### config.mk
export PLATFORM = sky130hd
export DESIGN_NAME = part_freeze_filter
export DESIGN_NICKNAME = d
export VERILOG_FILES = /design/src/rtl/pfz_pkg.sv /design/src/rtl/pfz_flag_bank.sv /design/src/rtl/pfz_err_capture.sv /design/src/rtl/pfz_txn_gate.sv /design/src/rtl/part_freeze_filter.sv
export SDC_FILE = /design/constraint.sdc
export NUM_CORES = 2
export LEC_CHECK = 0
export ABC_CLOCK_PERIOD_IN_PS = 7300
export BUFFER_PORTS_ARGS = -buffer_cell sky130_fd_sc_hd__buf_4
export CORE_ASPECT_RATIO = 0.5
export CORE_MARGIN = 2
export CORE_UTILIZATION = 30
export CTS_CLUSTER_DIAMETER = 200
export DETAILED_ROUTE_END_ITERATION = 10
export PLACE_DENSITY_LB_ADDON = 0.1
export SLEW_MARGIN = 40
export SYNTH_ARGS = -nofsm -noshare
export SYNTH_HDL_FRONTEND = slang
export SYNTH_HIERARCHICAL = 1
export SYNTH_SLANG_ARGS = --single-unit
### constraint.sdc
create_clock -name clk -period 7.3 [get_ports clk]
set_clock_uncertainty 0.15 [all_clocks]
set_input_delay 1.095 -clock clk [delete_from_list [all_inputs] [get_ports clk]]
set_output_delay 1.095 -clock clk [all_outputs]
set_load 0.01 [all_outputs]
### src/rtl/pfz_pkg.sv
package pfz_pkg;

    localparam int unsigned PFZ_NUM_PART = 256;
    localparam int unsigned PFZ_DATA_W   = 32;
    localparam int unsigned PFZ_CODE_W   = 16;
    localparam int unsigned PFZ_KIND_W   = 3;

    typedef enum logic [PFZ_KIND_W-1:0] {
        TK_MMIO_RD = 3'd0,
        TK_MMIO_WR = 3'd1,
        TK_DMA_RD  = 3'd2,
        TK_DMA_WR  = 3'd3,
        TK_MSI     = 3'd4
    } txn_kind_e;

    // Kind is governed by the DMA-side flag
    function automatic logic kind_on_dma(input txn_kind_e k);
        return (k == TK_DMA_RD) || (k == TK_DMA_WR) || (k == TK_MSI);
    endfunction

    function automatic logic kind_is_read(input txn_kind_e k);
        return (k == TK_MMIO_RD) || (k == TK_DMA_RD);
    endfunction

endpackage

### src/rtl/pfz_flag_bank.sv
module pfz_flag_bank #(
    parameter int unsigned NUM_PART = 256,
    localparam int unsigned PART_W  = $clog2(NUM_PART)
) (
    input  logic                clk,
    input  logic                rst,
    input  logic                set_en,
    input  logic [PART_W-1:0]   set_part,
    input  logic                clr_mmio,
    input  logic                clr_dma,
    input  logic [PART_W-1:0]   clr_part,
    input  logic                rd_en,
    input  logic [PART_W-1:0]   rd_part,
    output logic                rd_valid,
    output logic                rd_mmio,
    output logic                rd_dma,
    output logic [NUM_PART-1:0] mmio_vec,
    output logic [NUM_PART-1:0] dma_vec
);

    for (genvar p = 0; p < NUM_PART; p++) begin : g_part
        logic hit_set, hit_clr;
        assign hit_set = set_en && (set_part == PART_W'(p));
        assign hit_clr = (clr_part == PART_W'(p));

        always_ff @(posedge clk) begin
            if (rst) begin
                mmio_vec[p] <= 1'b0;
                dma_vec[p]  <= 1'b0;
            end else if (hit_set) begin
                mmio_vec[p] <= 1'b1;
                dma_vec[p]  <= 1'b1;
            end else begin
                if (hit_clr && clr_mmio) mmio_vec[p] <= 1'b0;
                if (hit_clr && clr_dma)  dma_vec[p]  <= 1'b0;
            end
        end
    end

    always_ff @(posedge clk) begin
        if (rst) begin
            rd_valid <= 1'b0;
            rd_mmio  <= 1'b0;
            rd_dma   <= 1'b0;
        end else begin
            rd_valid <= rd_en;
            if (rd_en) begin
                rd_mmio <= mmio_vec[rd_part];
                rd_dma  <= dma_vec[rd_part];
            end
        end
    end

endmodule

### src/rtl/pfz_err_capture.sv
module pfz_err_capture #(
    parameter int unsigned PART_W = 8,
    parameter int unsigned CODE_W = 16
) (
    input  logic              clk,
    input  logic              rst,
    input  logic              err_valid,
    input  logic [PART_W-1:0] err_part,
    input  logic [CODE_W-1:0] err_code,
    input  logic              release_cap,
    output logic              cap_valid,
    output logic [PART_W-1:0] cap_part,
    output logic [CODE_W-1:0] cap_code
);

    typedef struct packed {
        logic              valid;
        logic [PART_W-1:0] part;
        logic [CODE_W-1:0] code;
    } cap_t;

    cap_t cap_q;

    always_ff @(posedge clk) begin
        if (rst) begin
            cap_q <= '0;
        end else if (err_valid && (!cap_q.valid || release_cap)) begin
            cap_q <= '{valid: 1'b1, part: err_part, code: err_code};
        end else if (release_cap) begin
            cap_q.valid <= 1'b0;
        end
    end

    assign cap_valid = cap_q.valid;
    assign cap_part  = cap_q.part;
    assign cap_code  = cap_q.code;

endmodule

### src/rtl/pfz_txn_gate.sv
module pfz_txn_gate
    import pfz_pkg::*;
#(
    parameter int unsigned NUM_PART = 256,
    parameter int unsigned DATA_W   = 32,
    localparam int unsigned PART_W  = $clog2(NUM_PART)
) (
    input  logic [NUM_PART-1:0]   mmio_vec,
    input  logic [NUM_PART-1:0]   dma_vec,
    input  logic                  tx_valid,
    input  logic [PFZ_KIND_W-1:0] tx_kind,
    input  logic [PART_W-1:0]     tx_part,
    input  logic [DATA_W-1:0]     tx_rdata,
    output logic                  tx_fwd,
    output logic [DATA_W-1:0]     tx_rsp_data
);

    txn_kind_e kind;
    logic      frozen;

    always_comb begin
        kind   = txn_kind_e'(tx_kind);
        frozen = kind_on_dma(kind) ? dma_vec[tx_part] : mmio_vec[tx_part];
        tx_fwd = tx_valid && !frozen;
        if (frozen && kind_is_read(kind)) tx_rsp_data = '1;
        else                              tx_rsp_data = tx_rdata;
    end

endmodule

### src/rtl/part_freeze_filter.sv
module part_freeze_filter
    import pfz_pkg::*;
#(
    parameter int unsigned NUM_PART = PFZ_NUM_PART,
    parameter int unsigned DATA_W   = PFZ_DATA_W,
    parameter int unsigned CODE_W   = PFZ_CODE_W,
    localparam int unsigned PART_W  = $clog2(NUM_PART)
) (
    input  logic                  clk,
    input  logic                  rst,
    input  logic                  err_valid,
    input  logic [PART_W-1:0]     err_part,
    input  logic [CODE_W-1:0]     err_code,
    input  logic [PART_W-1:0]     reg_part,
    input  logic                  reg_clr_mmio,
    input  logic                  reg_clr_dma,
    input  logic                  reg_clr_cap,
    input  logic                  reg_rd,
    output logic                  rd_valid,
    output logic                  rd_mmio,
    output logic                  rd_dma,
    output logic                  cap_valid,
    output logic [PART_W-1:0]     cap_part,
    output logic [CODE_W-1:0]     cap_code,
    input  logic                  tx_valid,
    input  logic [PFZ_KIND_W-1:0] tx_kind,
    input  logic [PART_W-1:0]     tx_part,
    input  logic [DATA_W-1:0]     tx_rdata,
    output logic                  tx_fwd,
    output logic [DATA_W-1:0]     tx_rsp_data
);

    logic [NUM_PART-1:0] frz_mmio;
    logic [NUM_PART-1:0] frz_dma;

    pfz_flag_bank #(.NUM_PART(NUM_PART)) u_bank (
        .clk      (clk),
        .rst      (rst),
        .set_en   (err_valid),
        .set_part (err_part),
        .clr_mmio (reg_clr_mmio),
        .clr_dma  (reg_clr_dma),
        .clr_part (reg_part),
        .rd_en    (reg_rd),
        .rd_part  (reg_part),
        .rd_valid (rd_valid),
        .rd_mmio  (rd_mmio),
        .rd_dma   (rd_dma),
        .mmio_vec (frz_mmio),
        .dma_vec  (frz_dma)
    );

    pfz_err_capture #(.PART_W(PART_W), .CODE_W(CODE_W)) u_cap (
        .clk         (clk),
        .rst         (rst),
        .err_valid   (err_valid),
        .err_part    (err_part),
        .err_code    (err_code),
        .release_cap (reg_clr_cap),
        .cap_valid   (cap_valid),
        .cap_part    (cap_part),
        .cap_code    (cap_code)
    );

    pfz_txn_gate #(.NUM_PART(NUM_PART), .DATA_W(DATA_W)) u_gate (
        .mmio_vec    (frz_mmio),
        .dma_vec     (frz_dma),
        .tx_valid    (tx_valid),
        .tx_kind     (tx_kind),
        .tx_part     (tx_part),
        .tx_rdata    (tx_rdata),
        .tx_fwd      (tx_fwd),
        .tx_rsp_data (tx_rsp_data)
    );

endmodule

==> results.md <==
- Dpl hpwl: 87.3 mm
- Setup crit end kind: output port
- Tmin final: 6.23 ns
- # hold bufs at CTS: 0
- Initial core utilization: 30.3%
- Clock Path Buffers: 3
- Pleak: 10.8 nW
- Vias in the first global route: 25,046
- Hold WC Path Type: register to register
- Library cells used by synthesis: 74
- Synth area leader: dfxtp_1
- Core Rows: 79
- DR DRC count: 0
- Tot Pwr: 0.00683 W
- Chip width: 438 um
- Achievable clock frequency: 160 MHz
- Core Area: 0.0931 mm^2
- Share of layout cells above drive strength 1: 18.2%
- Worst EP arrival: 4.99 ns
- Antenna-violating nets left: 0
- Slew Viols, Final: 0
- Max cap viols: 0
- CTS tree: done
- Fin util: 34.6%
- Mean post-synth cell area: 9.14 um^2
- Post-synth top area share: 38.3%
- Pwr Density: 212 mW/mm^2
- Most common cell in the netlist: a21oi_1
- Post-synth EDFFs: 0
- Sequential share of the synthesized area: 38.3%
- Synthesized area: 0.0282 mm^2
- Clock Latency Late Sink: 0.65 ns
- GR Util All Layers: 27.3%
- IO Pins: 144
- Hold Fails Final Rpt: 0
- Wire per inst: 31.3 um
- Setup CP Type: input port to output port
- DR vias/cell: 6.16
- IO buf count: 143
- Outcome: finished, final reports clean
- Die height: 221 um
- Largest net degree at the start of global routing: 97
- Die footprint: 0.0968 mm^2
- Synth Register Bits: 540
- Main flop type after synthesis: dfxtp_1
- Syn Nets: 3,174
- Mapped Cells: 3,091
- Synth top area cells: dfxtp_1, mux4_2, a21oi_1
- Setup Viol. Count Final: 0
- Worst-Margin Slew: 0.975 ns
- Worst slew margin: 34.7%
- Vias: 26,961
- Area grow syn2layout: 14.1%
- CTS Buf Count: 56
- Grt ovf: 0
- Gates resized, CTS repair: 0
- Peak supply drop: 0.000169 V
- DRT iter0 DRCs: 3,641
- WL final: 137 mm
- Critical Path RT: 6.05 ns
- RSZ-0062 raised after global routing: no
- Synth Warn #: 6
- CP max FO: 46
- Leading cell types by count after synthesis: a21oi_1, dfxtp_1, o21ai_0
- Fraction of registers with async set or reset after synthesis: 0%
- H-tree depth: 2
- Initial antenna violation count: 10
- First-pass GRT wire length: 193 mm
- Setup repair bufs after CTS: 0
- CTS Root Cell: clkbuf_16
- Setup TNS: 0 ns
- Fin crit share: 85.4%
- Gpl congestion: 0.913
- Sink Count: 540
- Crit start category: input port
- Final #Nets: 3,155
- DRT Pass-1 Iters: 5
- Worst-path clk slew: 0.06 ns
==> registers in the layout, indices dropped and copies added, names as in the netlist <==
register         cells
u_cap/cap_valid      1
u_bank/mmio_vec    256
u_bank/rd_dma        1
u_cap/cap_part       8
u_cap/cap_code      16
u_bank/dma_vec     256
u_bank/rd_valid      1
u_bank/rd_mmio       1
==> layout make-up <==
class | count | area, um^2
repair buffers | 209 | 1700
clock buffers | 82 | 1710
multi-input cells | 2255 | 16100
inverters | 10 | 37.5
well taps | 1255 | 1570
flip-flops and latches | 540 | 10800
diodes | 2 | 5.00
fillers | 9616 | 60900
clock inverters | 22 | 259
==> cells in the final DEF (no fill, tap or decap), types with 10 or more instances in the layout <==
cell type / Yosys / final
o22ai_1: 14 / 14
and2_4: 0 / 10
mux2_2: 17 / 17
nand3_1: 33 / 27
nand3b_1: 26 / 26
o221ai_1: 17 / 17
nor3_1: 31 / 26
nor2b_1: 22 / 21
a21oi_1: 548 / 548
o21ai_0: 521 / 520
nor2_1: 57 / 54
mux2i_1: 153 / 153
dfxtp_1: 540 / 540
mux4_2: 184 / 184
mux4_1: 14 / 14
clkbuf_8: 0 / 19
a22oi_1: 41 / 41
nand2b_1: 70 / 70
a31oi_1: 11 / 11
nand2_1: 361 / 355
buf_4: 12 / 193
clkbuf_16: 0 / 57
clkinv_2: 0 / 10
==> metrics by stage <==
stage	hold WS [ns]	worst slack, ns	cell area [um^2]	std cells
floorplan	0.308	2.88	28200	3091
global placement	0.310	1.39	30100	4264
detailed placement	0.311	1.28	30200	4266
CTS	0.329	1.27	32200	4370
global route	0.349	1.00	32200	4373
finish	0.326	1.07	32200	4375
==> where the power goes <==
| group | switching, W | leakage (nW) | internal [W] |
|---|---|---|---|
| registers | 0.0000123 | 4.35 | 0.00296 |
| clock network | 0.00136 | 0.972 | 0.00180 |
| logic | 0.000482 | 5.44 | 0.000211 |
==> final timing paths <==
check	cells after the start	endpoint	slack, ns	from
max	11	tx_rsp_data[21]	1.07	tx_part[2]
min	2	u_cap/cap_code[15]	0.33	u_cap/cap_code[15]
max reg2reg	7	u_bank/rd_dma	4.43	u_bank/dma_vec[217]
min reg2reg	2	u_cap/cap_code[15]	0.33	u_cap/cap_code[15]
==> metal layers <==
metal / GRT usage, % / part of all wire, % / vias to the layer above
met5: 0 / 0.0073 / -
met4: 6.95 / 2.6 / 2
met3: 6.20 / 11 / 207
met2: 38.5 / 41 / 1565
met1: 41.4 / 46 / 13713
li1: - / - / 11474
==> critical path: stages <==
cell	delay, ns
buf_4	0.56
buf_4	0.75
nor2b_1	0.36
a22oi_1	0.24
a21oi_1	0.13
nor2_1	0.49
a22oi_1	0.29
nand4_1	0.19
buf_4	0.39
nand3b_1	0.14
buf_4	0.17
==> cell families (layout without fill, tap and decap cells) <==
group,after synthesis,in the layout,share of synthesized area [%]
compound gates,1218,1218,23.3
simple gates,669,669,11.3
flops,540,540,38.3
mux,368,368,22.1
buf+inv,296,323,5.13
other cells,0,2,0
(Power assumes the default switching activity.)
